## src/rtl/intr_priv_pkg.sv

```systemverilog
package intr_priv_pkg;

  localparam int PL_W = 2;

  typedef enum logic [1:0] {
    FLT_NONE = 2'd0,
    FLT_GP   = 2'd1,
    FLT_NP   = 2'd2
  } flt_e;

  localparam logic [1:0] EV_SOFT   = 2'd0;
  localparam logic [1:0] GK_TASK   = 2'd2;
  localparam logic [1:0] GK_RSVD   = 2'd3;

  typedef struct packed {
    logic            accept;
    flt_e            fault;
    logic [PL_W-1:0] new_pl;
    logic            stk_sw;
    logic            task_sw;
  } verdict_t;

  function automatic logic [PL_W-1:0] sel_rpl(input logic [15:0] sel);
    return sel[PL_W-1:0];
  endfunction

  // numerically lower level = more privileged
  function automatic logic more_priv(input logic [PL_W-1:0] a, input logic [PL_W-1:0] b);
    return a < b;
  endfunction

  function automatic verdict_t fault_v(input flt_e f, input logic [PL_W-1:0] pl);
    verdict_t v;
    v.accept  = 1'b0;
    v.fault   = f;
    v.new_pl  = pl;
    v.stk_sw  = 1'b0;
    v.task_sw = 1'b0;
    return v;
  endfunction

  function automatic verdict_t ok_v(input logic [PL_W-1:0] pl, input logic sw, input logic tsk);
    verdict_t v;
    v.accept  = 1'b1;
    v.fault   = FLT_NONE;
    v.new_pl  = pl;
    v.stk_sw  = sw;
    v.task_sw = tsk;
    return v;
  endfunction

endpackage

```

## src/rtl/priv_stack_file.sv

```systemverilog
module priv_stack_file #(
  parameter int ENTRIES = 3,
  parameter int SS_W    = 16,
  parameter int ESP_W   = 32,
  localparam int IDX_W  = 2
) (
  input  logic             clk,
  input  logic             rst_n,
  input  logic             we,
  input  logic [IDX_W-1:0] widx,
  input  logic [SS_W-1:0]  wss,
  input  logic [ESP_W-1:0] wesp,
  input  logic [IDX_W-1:0] ridx,
  output logic [SS_W-1:0]  rss,
  output logic [ESP_W-1:0] resp
);

  logic [SS_W-1:0]  ss_q  [ENTRIES];
  logic [ESP_W-1:0] esp_q [ENTRIES];

  for (genvar g = 0; g < ENTRIES; g++) begin : g_slot
    logic hit;
    assign hit = we && (widx == IDX_W'(g));
    always_ff @(posedge clk) begin
      if (!rst_n) begin
        ss_q[g]  <= '0;
        esp_q[g] <= '0;
      end else if (hit) begin
        ss_q[g]  <= wss;
        esp_q[g] <= wesp;
      end
    end
  end

  always_comb begin
    rss  = '0;
    resp = '0;
    for (int i = 0; i < ENTRIES; i++) begin
      if (ridx == IDX_W'(i)) begin
        rss  = ss_q[i];
        resp = esp_q[i];
      end
    end
  end

endmodule

```

## src/rtl/priv_entry_check.sv

```systemverilog
module priv_entry_check
  import intr_priv_pkg::*;
(
  input  logic [PL_W-1:0] cur_pl,
  input  logic [1:0]      ev_kind,
  input  logic [1:0]      gate_kind,
  input  logic [PL_W-1:0] gate_dpl,
  input  logic            gate_present,
  input  logic [PL_W-1:0] seg_dpl,
  input  logic            seg_conforming,
  input  logic            seg_present,
  output verdict_t        v
);

  logic is_task, not_present, gate_denied, seg_denied;

  assign is_task     = (gate_kind == GK_TASK);
  assign not_present = !gate_present || (!is_task && !seg_present);
  assign gate_denied = (ev_kind == EV_SOFT) && more_priv(gate_dpl, cur_pl);
  assign seg_denied  = more_priv(cur_pl, seg_dpl);

  always_comb begin
    if (not_present)                 v = fault_v(FLT_NP, cur_pl);
    else if (gate_kind == GK_RSVD)   v = fault_v(FLT_GP, cur_pl);
    else if (gate_denied)            v = fault_v(FLT_GP, cur_pl);
    else if (is_task)                v = ok_v(cur_pl, 1'b0, 1'b1);
    else if (seg_denied)             v = fault_v(FLT_GP, cur_pl);
    else if (seg_conforming)         v = ok_v(cur_pl, 1'b0, 1'b0);
    else                             v = ok_v(seg_dpl, more_priv(seg_dpl, cur_pl), 1'b0);
  end

endmodule

```

## src/rtl/priv_return_check.sv

```systemverilog
module priv_return_check
  import intr_priv_pkg::*;
(
  input  logic [PL_W-1:0] cur_pl,
  input  logic [15:0]     ret_sel,
  input  logic [PL_W-1:0] seg_dpl,
  input  logic            seg_conforming,
  input  logic            seg_present,
  output verdict_t        v
);

  logic [PL_W-1:0] rpl;
  logic            rpl_mismatch;

  assign rpl          = sel_rpl(ret_sel);
  assign rpl_mismatch = !seg_conforming && (seg_dpl != rpl);

  always_comb begin
    if (!seg_present)      v = fault_v(FLT_NP, cur_pl);
    else if (rpl_mismatch) v = fault_v(FLT_GP, cur_pl);
    else                   v = ok_v(rpl, 1'b0, 1'b0);
  end

endmodule

```

## src/rtl/intr_priv_unit.sv

```systemverilog
module intr_priv_unit
  import intr_priv_pkg::*;
#(
  parameter int SS_W    = 16,
  parameter int ESP_W   = 32,
  parameter int STK_LVL = 3
) (
  input  logic             clk,
  input  logic             rst_n,
  input  logic             req_valid,
  input  logic             req_is_return,
  input  logic [1:0]       cur_pl,
  input  logic [1:0]       ev_kind,
  input  logic [1:0]       gate_kind,
  input  logic [1:0]       gate_dpl,
  input  logic             gate_present,
  input  logic [1:0]       seg_dpl,
  input  logic             seg_conforming,
  input  logic             seg_present,
  input  logic [15:0]      ret_sel,
  input  logic             sp_we,
  input  logic [1:0]       sp_idx,
  input  logic [SS_W-1:0]  sp_ss,
  input  logic [ESP_W-1:0] sp_esp,
  output logic             rsp_valid,
  output logic             accept,
  output logic [1:0]       fault_code,
  output logic [1:0]       new_pl,
  output logic             stack_switch,
  output logic [SS_W-1:0]  new_ss,
  output logic [ESP_W-1:0] new_esp,
  output logic             task_switch
);

  verdict_t        ent_v, ret_v, pick_v;
  logic [SS_W-1:0] slot_ss;
  logic [ESP_W-1:0] slot_esp;

  priv_stack_file #(.ENTRIES(STK_LVL), .SS_W(SS_W), .ESP_W(ESP_W)) u_stk (
    .clk(clk), .rst_n(rst_n),
    .we(sp_we), .widx(sp_idx), .wss(sp_ss), .wesp(sp_esp),
    .ridx(seg_dpl), .rss(slot_ss), .resp(slot_esp)
  );

  priv_entry_check u_ent (
    .cur_pl(cur_pl), .ev_kind(ev_kind), .gate_kind(gate_kind),
    .gate_dpl(gate_dpl), .gate_present(gate_present),
    .seg_dpl(seg_dpl), .seg_conforming(seg_conforming),
    .seg_present(seg_present), .v(ent_v)
  );

  priv_return_check u_ret (
    .cur_pl(cur_pl), .ret_sel(ret_sel), .seg_dpl(seg_dpl),
    .seg_conforming(seg_conforming), .seg_present(seg_present), .v(ret_v)
  );

  assign pick_v = req_is_return ? ret_v : ent_v;

  always_ff @(posedge clk) begin
    if (!rst_n) begin
      rsp_valid    <= 1'b0;
      accept       <= 1'b0;
      fault_code   <= 2'd0;
      new_pl       <= 2'd0;
      stack_switch <= 1'b0;
      new_ss       <= '0;
      new_esp      <= '0;
      task_switch  <= 1'b0;
    end else begin
      rsp_valid <= req_valid;
      if (req_valid) begin
        accept       <= pick_v.accept;
        fault_code   <= pick_v.fault;
        new_pl       <= pick_v.new_pl;
        stack_switch <= pick_v.stk_sw;
        new_ss       <= pick_v.stk_sw ? slot_ss  : '0;
        new_esp      <= pick_v.stk_sw ? slot_esp : '0;
        task_switch  <= pick_v.task_sw;
      end
    end
  end

  assert_rsp_pulse_R1: assert property (@(posedge clk) disable iff (!rst_n)
    req_valid |=> rsp_valid);

  assert_np_first_R2: assert property (@(posedge clk) disable iff (!rst_n)
    (req_valid && !req_is_return && !gate_present) |=> (fault_code == 2'd2 && !accept));

  assert_hw_ignores_gate_R3: assert property (@(posedge clk) disable iff (!rst_n)
    (req_valid && !req_is_return && ev_kind != 2'd0 && gate_present && gate_kind == 2'd2)
    |=> task_switch);

  assert_switch_inward_R5: assert property (@(posedge clk) disable iff (!rst_n)
    (rsp_valid && stack_switch) |-> (new_pl < $past(cur_pl) && accept && !task_switch));

  assert_no_switch_ring0_R6: assert property (@(posedge clk) disable iff (!rst_n)
    (req_valid && cur_pl == 2'd0) |=> !stack_switch);

  assert_ret_rpl_R10: assert property (@(posedge clk) disable iff (!rst_n)
    (req_valid && req_is_return && seg_present && !seg_conforming && seg_dpl != ret_sel[1:0])
    |=> (fault_code == 2'd1));

endmodule

```

## config.mk

```make
export PLATFORM = sky130hd
export DESIGN_NAME = intr_priv_unit
export DESIGN_NICKNAME = d
export VERILOG_FILES = /design/src/rtl/intr_priv_pkg.sv /design/src/rtl/priv_stack_file.sv /design/src/rtl/priv_entry_check.sv /design/src/rtl/priv_return_check.sv /design/src/rtl/intr_priv_unit.sv
export SDC_FILE = /design/constraint.sdc
export NUM_CORES = 1
export LEC_CHECK = 0
export BUFFER_PORTS_ARGS = -buffer_cell sky130_fd_sc_hd__buf_4
export CAP_MARGIN = 20
export CORE_ASPECT_RATIO = 1.2
export CORE_MARGIN = 2
export CORE_UTILIZATION = 35
export CTS_CLUSTER_DIAMETER = 60
export DETAILED_ROUTE_END_ITERATION = 8
export PLACE_DENSITY = 0.63
export SYNTH_ARGS = -nofsm -noshare
export SYNTH_HDL_FRONTEND = slang
export SYNTH_HIERARCHICAL = 1
export SYNTH_SLANG_ARGS = --single-unit
```

## constraint.sdc

```tcl
create_clock -name clk -period 6.7 [get_ports clk]
set_input_delay 1.34 -clock clk [delete_from_list [all_inputs] [get_ports clk]]
set_output_delay 1.34 -clock clk [all_outputs]
set_load 0.01 [all_outputs]
```

==> metrics.md, run 1 <==
| Metric | Value |
|---|---|
| Clk pin slew, worst setup/hold paths | 0.08 ns |
| RR Endpoint | new_ss[15] |
| Post-DRT Antenna Nets | 0 |
| Netlist cell types | 41 |
| Starting Density | 35.4% |
| Die H | 177 µm |
| Multi-input gate area | 2910 µm² |
| Hold_sp | new_ss[14] |
| R2R Path Start | u_stk/ss_q[1][15] |
| Storage element area | 5450 µm² |
| Tcrit/Tclk final | 51.1% |
| Final core occ | 42.4% |
| Crit path required time | 7.03 ns |
| Area added between synthesis and finish | 19.6% |
| Max Cap Viol | 0 |
| DR vias | 5,236 |
| Most frequent cells in the layout | 144 x edfxtp_1, 133 x buf_4, 114 x and2_1 |
| Hold crit path type | register to register |
| Slew Viols, Final | 0 |
| Biggest area consumer among synthesized cells | edfxtp_1 |
| Top cells by area, synth | edfxtp_1 50%, dfxtp_1 13%, and2_1 8.3% |
| Slew @ Worst Pin | 1.01 ns |
| GRT overflow | 0 |
| Yosys Warn Count | 6 |
| DP Worst Slack | 2.78 ns |
| Seq/Total Area, Yosys | 62.5% |
| Hold EP | new_ss[14] |
| Hold Violations, Final | 0 |
| Flop2flop setup slack | 5.70 ns |
| Post-CTS Setup Inserts | 0 |
| CTS max path bufs | 2 |
| CTS sink cnt | 200 |
| Post-DP Area | 9780 µm² |
| Post-layout min period | 3.43 ns |
| Fmax | 292 MHz |
| Dpl hpwl | 11,000 µm |
| RSZ-0062 raised after global routing | no |
| Share of the synthesized area in the top cell type | 49.6% |
| WL per Instance | 18.9 µm |
| Final setup margin | 3.27 ns |
| H-tree levels | 4 |
| Worst setup startpoint | seg_dpl[0] |
| I/O Buffers | 125 |
| CORE AREA | 24,600 µm² |
| GPL Wtd Cong | 0.721 |
| CTS Buf Count | 17 |
| Die width | 148 µm |
| Worst hold margin | 0.471 ns |
| Pleak | 4.01 nW |
| First-pass GRT wire length | 30,400 µm |
| Clk Latency, worst-skew pair | 0.43 ns |
| Status | finished, final reports clean |
| Cells after Synth | 613 |
| Via count of the first global-routing pass | 5,261 |
| CTS-repair resized insts | 0 |
| CP Capture Type | register |
| Layout Nets | 802 |
| FP Rows | 63 |
| Post-Route Setup TNS | 0 ns |
| Initial antenna violation count | 0 |
| GRT Util Overall | 15.5% |
| Die area | 26,200 µm² |
| Power per Cell Area | 260 nW/µm² |
| Number of inserted diodes | 0 |
| Slew headroom | 32.6% |
| Endpoints failing setup | 0 |
| Skew final | 0.00766 ns |
| Via-to-Cell Ratio | 4.97 |
| TritonCTS clock tree | done |
| DRT iter0 DRCs | 271 |
| Post-route cell area | 10,400 µm² |
| Root Buffer | clkbuf_16 |
| FF-to-FF path depth | 3 |
| CP Launch Type | input port |
| Total power | 2.72 mW |
| Post-Syn Area | 8720 µm² |
| WS Path Type | input port to register |
| Share of layout cells above drive strength 1 | 29.0% |
| Mapped Avg Cell Area | 14.2 µm² |
| Fillers | 2,290 |
| Inst Count DP | 1,020 |
| Hold Path Depth | 1 |
| Post-Route WL | 19,900 µm |
| Largest net degree at the start of global routing | 55 |
| Worst EP arrival | 3.75 ns |
| Hold buffers post-CTS | 0 |
| Peak VDD IR | 161 µV |
| Crit Path Max Fanout | 49 |
| Finished Layout Cells | 1,053 |
| # DRC | 0 |
| Io pins | 140 |
| FF+latch count, synth | 200 |
| 1st-pass router iterations | 4 |
| Commonest non-fill, non-tap cell in the layout | edfxtp_1 |
cells in the mapped netlist, drive strengths merged:
cell type	instances
nor3b	1
a21o	1
o2bb2ai	48
o21ai	12
edfxtp	144
and3b	1
and4b	2
xnor2	2
nor4b	3
nor2b	3
inv	5
buf	30
a21oi	9
a22o	1
nand3b	1
a32o	48
dfxtp	56
nor3	3
mux2	3
nand2b	2
nor2	2
nand2	4
and4bb	1
mux2i	54
ha	3
and2	147
nand4	1
clkbuf	22
a311oi	2
a2111o	1
conb	1
worst max path at each step:
stage	end	depth (start not counted)
after floorplan	u_stk/esp_q[1][0]	2
after global placement	new_ss[12]	8
after detailed placement	new_ss[11]	8
after CTS	new_esp[30]	8
after global routing	new_ss[2]	8
final	new_esp[30]	8
report_power, final:
part           switching (mW)  total, mW  internal [mW]  leakage [nW]
Combinational           0.135      0.233         0.0980          1.84
Clock                   0.519       1.06          0.543         0.300
Sequential             0.0204       1.42           1.40          1.87
logic make-up (layout without fill, tap and decap cells):
| kind of cell | after synthesis | after routing | share of synthesized area (%) |
|---|---|---|---|
| AOI/OAI and AO/OA | 122 | 122 | 12.1 |
| and+or+nand+nor | 171 | 171 | 13.5 |
| adders and majority gates | 3 | 3 | 0.431 |
| xor gates and xnor gates | 2 | 2 | 0.201 |
| other | 1 | 2 | 0.0430 |
| DFF | 200 | 200 | 62.5 |
| muxes | 57 | 57 | 6.63 |
| buffers and inverters | 57 | 171 | 4.71 |
flip-flops by register name (all words and copies together) (netlist names), 2 cells and up:
| signal | cells |
|---|---|
| new_ss | 16 |
| fault_code | 2 |
| new_pl | 2 |
| u_stk/ss_q | 48 |
| u_stk/esp_q | 96 |
| new_esp | 32 |
worst max-delay path: stages:
cell	delay (ns)
buf_4	0.36
buf_4	0.61
inv_1	0.10
ha_1	0.20
nor2b_1	0.15
nor4b_1	0.07
mux2_4	0.53
a32o_1	0.35
cell type report:
| type | count | area share (%) |
|---|---|---|
| sequential | 200 | 52.2 |
| multi-input combinational | 357 | 27.9 |
| timing repair buffer | 134 | 9.77 |
| clock buffer | 17 | 4.08 |
| tap | 325 | 3.90 |
| clock inverter | 15 | 1.96 |
| inverter | 5 | 0.180 |
metal layers:
metal,track usage [%],vias up,wire (µm)
met4,4.72,0,150
li1,-,2514,-
met5,0,-,0
met1,19.6,2620,9000
met2,27.2,90,10300
met3,2.63,12,516
(Power assumes the default switching activity.)
==> run 2, diff against run 1 <==
ABC_AREA = 1   (was unset)
clock period = 3.5 ns   (was 6.7 ns; I/O delays follow)
==> run 2 against run 1 <==
Net effect: clock power rose by 96%; via count rose by 27%; critical endpoint is now new_esp[1]; core utilization rose by 0.59 points; sequential share of layout area fell by 0.88 points; highest routed layer unchanged; first-iteration DRC count rose by 75%; largest power group unchanged; hold slack got worse by 0.0058 ns; critical path type unchanged; total power rose by 95%; count of clock-buffer cells in the layout rose by 1; non-clock buffer count rose by 10.
==> metrics.md, run 2 <==
| Metric | Value |
|---|---|
| CP Launch Type | input port |
| FP Rows | 63 |
| Multi-input gate area | 2700 µm² |
| Io pins | 140 |
| Compound-Gate Fraction of Synth Area | 4.73% |
| FF+latch count, synth | 200 |
| CP Capture Type | register |
| Yosys Warn Count | 6 |
| Hold Violations, Final | 0 |
| Post-Route WL | 22,200 µm |
| Largest register FFs | 96 |
| Via count of the first global-routing pass | 6,471 |
| Via-to-Cell Ratio | 4.92 |
| Most frequent cell after synthesis | nand3_1 |
| H-tree levels | 4 |
| WL per Instance | 16.4 µm |
| Post-synthesis simple-gate area fraction | 25.2% |
| First-pass GRT wire length | 34,700 µm |
| Clk Latency, worst-skew pair | 0.43 ns |
| R2R Path Start | u_stk/esp_q[2][14] |
| Fmax | 448 MHz |
| CTS sink cnt | 200 |
| Power per Cell Area | 499 nW/µm² |
| Hold Path Depth | 2 |
| Adder-cell share of the synthesized area | 0.427% |
| Netlist cell types | 29 |
| Hold crit path type | register to register |
| Status | finished, final reports clean |
| FFs w/ async S/R, synth | 0% |
| WS Path Type | input port to register |
| Post-Route Setup TNS | 0 ns |
| Peak VDD IR | 279 µV |
| Hold buffers post-CTS | 0 |
| Pleak | 4.37 nW |
| Seq/Total Area, Yosys | 62.0% |
| Initial antenna violation count | 0 |
| Tcrit/Tclk final | 63.8% |
| Top reg by flops | u_stk/esp_q |
| Post-layout min period | 2.23 ns |
| Number of inserted diodes | 0 |
| Worst EP arrival | 2.60 ns |
| Clk pin slew, worst setup/hold paths | 0.07 ns |
| Synth Area in XOR/XNOR | 0% |
| RSZ-0062 raised after global routing | no |
| GPL Wtd Cong | 0.808 |
| Worst setup startpoint | cur_pl[1] |
| Starting Density | 35.6% |
| Final core occ | 43.0% |
| # DRC | 0 |
| Root Buffer | clkbuf_16 |
| Post-synth top cells | 187 x nand3_1, 152 x nor2_1, 144 x edfxtp_1 |
| CORE AREA | 24,700 µm² |
| Post-CTS Setup Inserts | 0 |
| Share of the synthesized area in the top cell type | 49.2% |
| Skew final | 0.00482 ns |
| FF-to-FF path depth | 4 |
| Slew @ Worst Pin | 1.01 ns |
| Post-DP Area | 9960 µm² |
| Dpl hpwl | 13,400 µm |
| Fillers | 2,397 |
| DR vias | 6,658 |
| GRT overflow | 0 |
| Share of layout cells above drive strength 1 | 21.1% |
| Slew headroom | 32.8% |
| GRT Util Overall | 17.3% |
| Top cells by area, synth | edfxtp_1 49%, dfxtp_1 13%, nand3_1 11% |
| Die width | 149 µm |
| Top_reg_cell synth | edfxtp_1 |
| Hold_sp | new_ss[13] |
| Worst hold margin | 0.465 ns |
| Regs by FF count | u_stk/esp_q: 96 flops, u_stk/ss_q: 48 flops, new_esp: 32 flops |
| Post-DRT Antenna Nets | 0 |
| Die H | 178 µm |
| Final setup margin | 1.27 ns |
| Crit Path Max Fanout | 49 |
| DP Worst Slack | 0.786 ns |
| Slew Viols, Final | 0 |
| DRT iter0 DRCs | 475 |
| Post-synthesis mux area share | 0% |
| Post-Syn Area | 8790 µm² |
| Post-synth EDFFs | 144 |
| I/O Buffers | 125 |
| Post-route cell area | 10,600 µm² |
| Max Cap Viol | 0 |
| Commonest non-fill, non-tap cell in the layout | nand3_1 |
| Most frequent cells in the layout | 186 x nand3_1, 151 x nor2_1, 144 x edfxtp_1 |
| CTS max path bufs | 2 |
| 1st-pass router iterations | 5 |
| TritonCTS clock tree | done |
| Die area | 26,400 µm² |
| Endpoints failing setup | 0 |
| Crit path required time | 3.87 ns |
| Storage element area | 5450 µm² |
| CTS-repair resized insts | 0 |
| Biggest area consumer among synthesized cells | edfxtp_1 |
| Area added between synthesis and finish | 20.7% |
| Largest net degree at the start of global routing | 57 |
| Cells after Synth | 915 |
| Mapped Avg Cell Area | 9.60 µm² |
| Layout Nets | 1,101 |
| CTS Buf Count | 17 |
| Main combinational cell family by area after synthesis | simple AND/OR/NAND/NOR gates |
[run 2: cell types whose count changed after synthesis, sizes merged, moves of 52 or more]
cell	delta
a21oi	+52
and2	-147
inv	+73
mux2i	-54
nand2	+137
nand3	+198
nor2	+150
[run 2: worst paths after layout]
path / endpoint / slack, ns
worst max-delay path: new_esp[1] / 1.27
worst min-delay path: new_ss[13] / 0.46
worst max register to register: new_esp[14] / 2.61
worst min register to register: new_ss[13] / 0.46
[run 2: worst max-delay path, cell delays in order]
cell and delay (ns):
buf_4 0.10, inv_1 0.07, ha_1 0.28, nand2_1 0.05, nand2_1 0.18, nand2_1 0.09, nor3_2 0.18, nand2_4 0.07
nand2_4 0.49, nand3_1 0.21, a21oi_1 0.16
[run 2: stage by stage]
step                power, mW  cells
global placement         3.26   1319
finish                   5.30   1352
detailed placement       3.27   1319
CTS                      5.34   1351
global route             5.49   1352
floorplan                3.06    916
[run 2: logic make-up (layout without fill, tap and decap cells)]
group                    Yosys count  count (layout)
AND/OR/NAND/NOR                  497             497
flip-flops                       200             200
buffers and inverters            143             254
AO/OA/AOI/OAI                     71              71
adder cells (fa/ha/maj)            3               3
other                              1               2
[run 2: layer usage]
layer	up-vias	global-route usage [%]	share of wire (%)
met2	195	29.4	49
met3	34	3.80	6.2
met4	0	5.79	1.6
met5	-	0	0
met1	3175	21.9	44
li1	3254	-	-
[run 2: final cells by class]
| type | count | share of cell area [%] |
|---|---|---|
| Clock buffer | 18 | 4.05 |
| Clock inverter | 14 | 1.86 |
| Inverter | 78 | 2.81 |
| Multi-Input combinational cell | 573 | 25.4 |
| Sequential cell | 200 | 51.3 |
| Tap cell | 325 | 3.83 |
| Timing Repair Buffer | 144 | 10.7 |
[run 2: where the power goes]
part / switching [mW] / internal, mW
logic: 0.321 / 0.170
registers: 0.0398 / 2.68
clock network: 0.880 / 1.20
==> run 3, diff against run 2 <==
PLACE_DENSITY = 0.65   (was 0.63)
clock period = 1.8 ns   (was 3.5 ns; I/O delays follow)
==> run 3 against run 2 <==
Net effect: cell count up 1.4%; core utilization is 1.4 points higher; clock skew up 0.0061 ns; total power is 100% higher; critical path depth stayed put; flip-flop and latch count did not move; global-route usage increased by 0.39 points; cell area up 3.3%; clock power up 110%; critical endpoint is now new_esp[8]; highest routed layer unchanged.
==> metrics.md, run 3 (synthesized netlist as in run 2, its figures left out) <==
| Metric | Value |
|---|---|
| Status | finished, final reports clean |
| RSZ-0062 raised after global routing | no |
| Worst hold margin | 0.239 ns |
| # DRC | 0 |
| Power per Cell Area | 975 nW/µm² |
| Post-CTS Setup Inserts | 0 |
| Worst EP arrival | 1.81 ns |
| CP Launch Type | input port |
| Pleak | 4.54 nW |
| CP Capture Type | register |
| Number of inserted diodes | 0 |
| Commonest non-fill, non-tap cell in the layout | nand3_1 |
| CTS Buf Count | 17 |
| TritonCTS clock tree | done |
| CTS-repair resized insts | 0 |
| Most frequent cells in the layout | 186 x nand3_1, 151 x nor2_1, 147 x buf_4 |
| Regs by FF count | u_stk/esp_q: 96 flops, u_stk/ss_q: 48 flops, new_esp: 32 flops |
| Hold Violations, Final | 0 |
| GRT overflow | 0 |
| First-pass GRT wire length | 35,500 µm |
| Via-to-Cell Ratio | 4.95 |
| Crit Path Max Fanout | 15 |
| Storage element area | 5450 µm² |
| Dpl hpwl | 13,800 µm |
| Hold EP | u_stk/esp_q[0][17] |
| GRT Util Overall | 17.7% |
| Peak VDD IR | 536 µV |
| Post-Route Setup TNS | 0 ns |
| CTS sink cnt | 200 |
| Starting Density | 35.6% |
| Max Used Layer | met4 |
| Initial antenna violation count | 0 |
| Hold buffers post-CTS | 0 |
| Skew final | 0.0110 ns |
| Via count of the first global-routing pass | 6,722 |
| Io pins | 140 |
| Flop2flop setup slack | 0.91 ns |
| Die H | 178 µm |
| Layout Nets | 1,120 |
| DR WL met2 | 11,000 µm |
| Max Cap Viol | 0 |
| WL per Instance | 16.4 µm |
| I/O Buffers | 125 |
| R2R Path Start | u_stk/esp_q[1][8] |
| Post-Route WL | 22,500 µm |
| Hold crit path type | input port to register |
| 1st-pass router iterations | 6 |
| Area added between synthesis and finish | 24.6% |
| Endpoints failing setup | 0 |
| Tcrit/Tclk final | 79.5% |
| DR vias | 6,780 |
| FP Rows | 63 |
| Post-layout min period | 1.43 ns |
| Die area | 26,400 µm² |
| Share of layout cells above drive strength 1 | 22.7% |
| Largest register FFs | 96 |
| DR WL met3 | 1640 µm |
| Multi-input gate area | 2700 µm² |
| M1 wire length | 9320 µm |
| CTS max path bufs | 2 |
| Largest net degree at the start of global routing | 37 |
| Fmax | 699 MHz |
| Top reg by flops | u_stk/esp_q |
| H-tree levels | 4 |
| Slew Viols, Final | 0 |
| DRT iter0 DRCs | 589 |
| Clk Latency, worst-skew pair | 0.45 ns |
| Die width | 149 µm |
| GPL Wtd Cong | 0.817 |
| Hold_sp | sp_esp[17] |
| Post-DRT Antenna Nets | 0 |
| Fillers | 2,330 |
| RR Endpoint | new_esp[8] |
| Crit path required time | 2.18 ns |
| Root Buffer | clkbuf_16 |
| Clk pin slew, worst setup/hold paths | 0.08 ns |
| Hold Path Depth | 3 |
| CORE AREA | 24,700 µm² |
| WS Path Type | input port to register |
| FF-to-FF path depth | 4 |
## run 3: worst max-delay path by stage
stage / from / depth (start not counted) / to / slack [ns]
after global placement: cur_pl[1] / 11 / new_ss[14] / -0.05
after CTS: cur_pl[1] / 11 / new_esp[6] / 0.40
after global routing: cur_pl[1] / 11 / new_ss[7] / 0.22
after floorplan: cur_pl[1] / 12 / new_esp[26] / 0.08
final: cur_pl[1] / 11 / new_esp[8] / 0.37
after detailed placement: cur_pl[1] / 11 / new_esp[8] / -0.06
## run 3: power by group
part | switching (mW) | internal [mW]
Sequential | 0.0787 | 5.21
Clock | 1.82 | 2.53
Combinational | 0.636 | 0.398
## run 3: area by class of cell
| class | count | share of cell area (%) |
|---|---|---|
| flip-flops and latches | 200 | 49.7 |
| inverters | 78 | 2.72 |
| repair buffers | 163 | 13.0 |
| clock inverters | 15 | 2.34 |
| well taps | 325 | 3.71 |
| multi-input cells | 573 | 24.6 |
| clock buffers | 17 | 3.88 |
## run 3: worst max-delay path, cell delays in order
cell     delay (ns)
buf_4          0.11
inv_1          0.09
ha_1           0.25
nand2_1        0.08
nand2_2        0.06
nor3_2         0.22
nand2_4        0.08
nand2_4        0.13
buf_12         0.16
nand3_1        0.11
a21oi_1        0.13
## run 3: layer usage
layer	global-route usage, %	vias to the layer above
li1	-	3296
met1	21.6	3201
met2	30.1	246
met3	3.96	37
met4	7.66	0
met5	0	-
## run 3: metrics by stage
step	setup WS [ns]	std cells	util [%]	power (mW)	area (µm²)
floorplan	0.0763	916	-	5.95	8800
global placement	-0.0459	1339	41.6	6.42	10300
detailed placement	-0.0634	1339	41.6	6.44	10300
CTS	0.397	1371	44.4	10.8	11000
global route	0.220	1371	44.4	11.1	11000
finish	0.369	1371	44.4	10.7	11000
